<file path="src/rtl/sstore_pkg.sv">
package sstore_pkg;
  typedef enum logic [1:0] {
    SZ_BYTE   = 2'd0,
    SZ_HALF   = 2'd1,
    SZ_WORD   = 2'd2,
    SZ_DOUBLE = 2'd3
  } storeSize_e;

  typedef struct packed {
    logic capture;
    logic doWrite;
    logic doWb;
    logic badForm;
  } ctrlStrobe_t;
endpackage

</file>
<file path="src/rtl/sstore_ctrl.sv">
module sstore_ctrl
  import sstore_pkg::*;
(
  input  logic        clk,
  input  logic        rst,
  input  logic        inValid,
  input  logic        opUpdate,
  input  logic        raFieldZero,
  output ctrlStrobe_t strobe,
  output logic        memWrValid,
  output logic        raWbValid,
  output logic        invalidForm
);
  always_comb begin
    strobe.capture = inValid;
    strobe.badForm = inValid && opUpdate && raFieldZero;
    strobe.doWrite = inValid && !strobe.badForm;
    strobe.doWb    = strobe.doWrite && opUpdate;
  end

  always_ff @(posedge clk) begin
    if (rst) begin
      memWrValid  <= 1'b0;
      raWbValid   <= 1'b0;
      invalidForm <= 1'b0;
    end else begin
      memWrValid  <= strobe.doWrite;
      raWbValid   <= strobe.doWb;
      invalidForm <= strobe.badForm;
    end
  end
endmodule

</file>
<file path="src/rtl/sstore_dpath.sv">
module sstore_dpath
  import sstore_pkg::*;
#(
  parameter int DATA_W = 64,
  parameter int SH_W   = 2
) (
  input  logic                clk,
  input  ctrlStrobe_t         strobe,
  input  storeSize_e          opSize,
  input  logic                opReverse,
  input  logic                opUpdate,
  input  logic                raFieldZero,
  input  logic [DATA_W-1:0]   rsVal,
  input  logic [DATA_W-1:0]   raVal,
  input  logic [DATA_W-1:0]   rbVal,
  input  logic [SH_W-1:0]     shAmt,
  output logic [DATA_W-1:0]   memWrAddr,
  output logic [DATA_W-1:0]   memWrData,
  output logic [DATA_W/8-1:0] memWrMask,
  output logic [DATA_W-1:0]   raWbData
);
  localparam int LANES = DATA_W / 8;
  localparam int SHF_W = SH_W + 1;

  logic [DATA_W-1:0] baseSel;
  logic [DATA_W-1:0] scaledIdx;
  logic [DATA_W-1:0] effAddr;
  logic [SHF_W-1:0]  shiftBy;
  logic [DATA_W-1:0] laneData;
  logic [LANES-1:0]  laneEn;
  int                nBytes;

  always_comb begin
    baseSel   = (opUpdate || !raFieldZero) ? raVal : '0;
    shiftBy   = {1'b0, shAmt} + SHF_W'(1);
    scaledIdx = rbVal << shiftBy;
    effAddr   = baseSel + scaledIdx;
    nBytes    = 1 << opSize;
  end

  for (genvar k = 0; k < LANES; k++) begin : g_lane
    int srcIdx;
    always_comb begin
      srcIdx = opReverse ? k : (nBytes - 1 - k);
      if (k < nBytes) begin
        laneData[8*k +: 8] = rsVal[8*srcIdx +: 8];
        laneEn[k]          = 1'b1;
      end else begin
        laneData[8*k +: 8] = 8'h00;
        laneEn[k]          = 1'b0;
      end
    end
  end

  always_ff @(posedge clk) begin
    if (strobe.capture) begin
      memWrAddr <= effAddr;
      memWrData <= laneData;
      memWrMask <= laneEn;
      raWbData  <= effAddr;
    end
  end
endmodule

</file>
<file path="src/rtl/sstore_unit.sv">
module sstore_unit
  import sstore_pkg::*;
#(
  parameter int DATA_W = 64,
  parameter int SH_W   = 2
) (
  input  logic                clk,
  input  logic                rst,
  input  logic                inValid,
  input  logic [1:0]          opSize,
  input  logic                opReverse,
  input  logic                opUpdate,
  input  logic [DATA_W-1:0]   rsVal,
  input  logic [DATA_W-1:0]   raVal,
  input  logic [DATA_W-1:0]   rbVal,
  input  logic                raFieldZero,
  input  logic [SH_W-1:0]     shAmt,
  output logic                memWrValid,
  output logic [DATA_W-1:0]   memWrAddr,
  output logic [DATA_W-1:0]   memWrData,
  output logic [DATA_W/8-1:0] memWrMask,
  output logic                raWbValid,
  output logic [DATA_W-1:0]   raWbData,
  output logic                invalidForm
);
  ctrlStrobe_t strobe;

  sstore_ctrl u_ctrl (
    .clk         (clk),
    .rst         (rst),
    .inValid     (inValid),
    .opUpdate    (opUpdate),
    .raFieldZero (raFieldZero),
    .strobe      (strobe),
    .memWrValid  (memWrValid),
    .raWbValid   (raWbValid),
    .invalidForm (invalidForm)
  );

  sstore_dpath #(.DATA_W(DATA_W), .SH_W(SH_W)) u_dpath (
    .clk         (clk),
    .strobe      (strobe),
    .opSize      (storeSize_e'(opSize)),
    .opReverse   (opReverse),
    .opUpdate    (opUpdate),
    .raFieldZero (raFieldZero),
    .rsVal       (rsVal),
    .raVal       (raVal),
    .rbVal       (rbVal),
    .shAmt       (shAmt),
    .memWrAddr   (memWrAddr),
    .memWrData   (memWrData),
    .memWrMask   (memWrMask),
    .raWbData    (raWbData)
  );
endmodule

</file>
<file path="config.mk">
export PLATFORM = sky130hd
export DESIGN_NAME = sstore_unit
export DESIGN_NICKNAME = d
export VERILOG_FILES = /design/src/rtl/sstore_pkg.sv /design/src/rtl/sstore_ctrl.sv /design/src/rtl/sstore_dpath.sv /design/src/rtl/sstore_unit.sv
export SDC_FILE = /design/constraint.sdc
export NUM_CORES = 1
export LEC_CHECK = 0
export CORE_ASPECT_RATIO = 0.5
export CORE_MARGIN = 2
export CORE_UTILIZATION = 55
export CTS_BUF_LIST = sky130_fd_sc_hd__clkbuf_8
export CTS_CLUSTER_DIAMETER = 60
export DETAILED_ROUTE_END_ITERATION = 8
export DONT_BUFFER_PORTS = 1
export GPL_TIMING_DRIVEN = 0
export PLACE_DENSITY = 0.73
export SLEW_MARGIN = 5
export SYNTH_ARGS = -nofsm -noshare
export SYNTH_HDL_FRONTEND = slang
export SYNTH_SLANG_ARGS = --single-unit
</file>
<file path="constraint.sdc">
create_clock -name clk -period 5.3 [get_ports clk]
set_clock_uncertainty 0.2 [all_clocks]
set_input_delay 1.06 -clock clk [delete_from_list [all_inputs] [get_ports clk]]
set_output_delay 1.06 -clock clk [all_outputs]
set_load 0.02 [all_outputs]
</file>
==> out/qor.yml <==
synthesis:
  syn-num-nets: 1672
  synth-seq-area-share_pct: 29.7
  yosys_warnings: 0
  ys.flop_type: "edfxtp_1"
  syn_inst: 1399
  synth.distinct_cells: 72
  syn_area_mm2: 0.0137
  async_flop_share_pct: 0
  synth_edf_count: 133
  avgSynthCellArea_um2: 9.76
  ys_ff_latch: 136
critical_path:
  endpoint_kind: "flop"
  start_kind: "primary input"
  cp_slowest_cell: "clkbuf_1"
  max_stage_delay_ps: 490
  cp.required_ps: 5470
  critPathArrivalTime_ps: 5300
  crit_chain: "ha_1, clkbuf_1, clkbuf_2, clkbuf_1, nand2_1, o22ai_1, ha_1, a21o_2, o21bai_2, a31oi_2, o41ai_4, a21o_1, a31oi_2, a21oi_1, or4_1, nand3_1"
  crit_buf_inv: 3
  crit_fanout: 10
  critPathTopFamily: "compound AO/OA/AOI/OAI gates"
  worstSetupPathType: "in -> reg"
clocking:
  numCtsBuffers: 17
  clk_pin_slew_ps: 80
  cts_root_buf: "clkbuf_8"
  htreeDepth: 4
  cts_num_sinks: 136
  cts_tree: "yes"
  clockBufferDepth: 2
floorplan:
  io_pins: 405
  die_w_um: 227
  die_area_mm2: 0.0262
  die_y_um: 115
  coreArea_mm2: 0.0242
  fp-row-count: 40
  initial_core_util_pct: 56.5
sta:
  max_slew_margin_pct: 23.3
  fin_crit_sh_pct: 96.8
  min_period_ps: 5130
  finalMaxSlewViolations: 0
  fin_setup_tns_ps: 0
  layout_setup_ws_ps: 171
  rsz0062_at_grt: "false"
  worst_pin_slew_ps: 1140
  fmax_ghz: 0.195
  finalHoldViolations: 0
  finalSetupViolCount: 0
global_routing:
  antenna_found_initial: 1
  grtUsageMet3_pct: 8.67
  grt_max_degree: 135
  gr-max-usage-layer: "met2"
  grt_pass1_wl_mm: 67.2
  grt_pass1_vias: 10971
  overflow: 0
  gr-usage-met2_pct: 56.4
  grtUsageMet1_pct: 44.1
  grtUsageTotal_pct: 34.4
outcome:
  status: "complete, no violations"
placement:
  hpwl_mm: 36.7
  place_area_mm2: 0.0141
  dp_cells: 1735
  portBuffers: 0
  pre_cts_slack_ps: -1040
  gp_congestion: 1.03
routing:
  wl_mm: 46.1
  drt.antenna.violating_nets: 0
  drt-initial-drc-count: 1199
  drt-vias-per-instance: 6.66
  drc: 0
  num_vias: 11789
  firstDrtPassIters: 7
  wl_per_cell_um: 26.0
final_layout:
  layout_common_cells: "nand2_1, edfxtp_1, a21oi_1"
  drive_gt1_share_pct: 20.3
  nets: 1694
  n_fill_cell: 2034
  final_area_mm2: 0.0146
  antenna_cells: 0
  final_cells: 1770
  area_growth_pct: 6.94
  final_util_pct: 60.4
  final_common_cell: "nand2_1"
power_and_ir_drop:
  p_leak_nw: 5.68
  irDropWorstVdd_uv: 220
  p_per_area_mw_per_mm2: 329
run:
  drv_cap: 0
worst_hold_path:
  hold_path.class: "in -> reg"
-- metal layers --
layer	vias up	routed length, um
li1	5239	-
met1	5746	18100
met2	681	21600
met3	123	4530
met4	0	1840
met5	-	0
-- power by group --
group | switching, mW | internal, mW | total, mW
Clock | 0.477 | 0.466 | 0.943
Sequential | 0.359 | 1.46 | 1.82
Combinational | 1.21 | 0.837 | 2.05
-- logic make-up after synthesis --
| logic type | count (synthesis) | synth area share [%] |
|---|---|---|
| AO/OA/AOI/OAI | 357 | 17.3 |
| adder cells (fa/ha/maj) | 71 | 6.56 |
| AND/OR/NAND/NOR | 395 | 13.8 |
| buffers and inverters | 185 | 7.05 |
| flip-flops | 136 | 29.7 |
| multiplexers | 197 | 21.8 |
| XOR/XNOR | 58 | 3.72 |
-- final timing paths --
| kind | startpoint | endpoint | depth (start not counted) |
|---|---|---|---|
| min | raFieldZero | u_ctrl.raWbValid | 1 |
| max | shAmt[0] | u_dpath.memWrAddr[63] | 16 |
-- stage by stage --
step / hold slack (ps) / total power [mW]
2_1_floorplan: 936 / 3.38
3_3_place_gp: 938 / 3.81
3_5_place_dp: 941 / 3.82
4_1_cts: 393 / 4.77
5_1_grt: 406 / 5.03
6_report: 424 / 4.81
-- registers in the layout, summed over array words and instances, names as in the netlist --
register / flops
u_ctrl.invalidForm: 1
u_dpath.memWrMask: 5
u_ctrl.raWbValid: 1
u_ctrl.memWrValid: 1
u_dpath.memWrData: 64
u_dpath.memWrAddr: 64
-- final cells by class --
cell class                 count  area, um2  share of cell area [%]
multi-input combinational   1078       8700                    59.6
sequential                   136       4050                    27.7
buffer                       163        916                    6.27
tap                          336        420                    2.88
clock buffer                  17        234                    1.60
clock inverter                15        175                    1.20
inverter                      22       82.6                   0.565
timing repair buffer           3       22.5                   0.154
-- Yosys cell counts (all sizes together), types with 4 or more instances --
cell / count / area (um2)
a31oi: 8 / 65.1
a211oi: 8 / 60.1
ha: 70 / 876
o221ai: 10 / 87.6
and2: 69 / 432
a21o: 38 / 287
mux4: 75 / 1690
edfxtp: 133 / 3990
nor2: 76 / 288
nor3: 17 / 85.1
or2: 8 / 50.1
a311oi: 4 / 47.6
buf: 87 / 596
or3: 5 / 31.3
xor2: 24 / 210
and3: 7 / 43.8
nand2b: 9 / 56.3
o21bai: 20 / 165
o211ai: 12 / 90.1
o21ai: 75 / 394
nand4: 24 / 156
nand2: 155 / 582
o21a: 4 / 30.0
o311a: 7 / 70.1
a21oi: 111 / 556
xnor2: 34 / 298
a21boi: 30 / 225
mux2: 56 / 631
mux2i: 66 / 661
inv: 21 / 78.8
nand3: 6 / 30.0
nor2b: 7 / 43.8
a22oi: 9 / 67.6
clkbuf: 76 / 285
-- timing repair --
action                                 4_1_cts  5_1_grt
pin swaps                                    0        3
endpoints found under the hold margin        0        0
hold buffers                                 0        0
gates resized for setup                     14       18
setup endpoints to repair                   33       25
buffers inserted                             0        3
(Power assumes the default switching activity.)
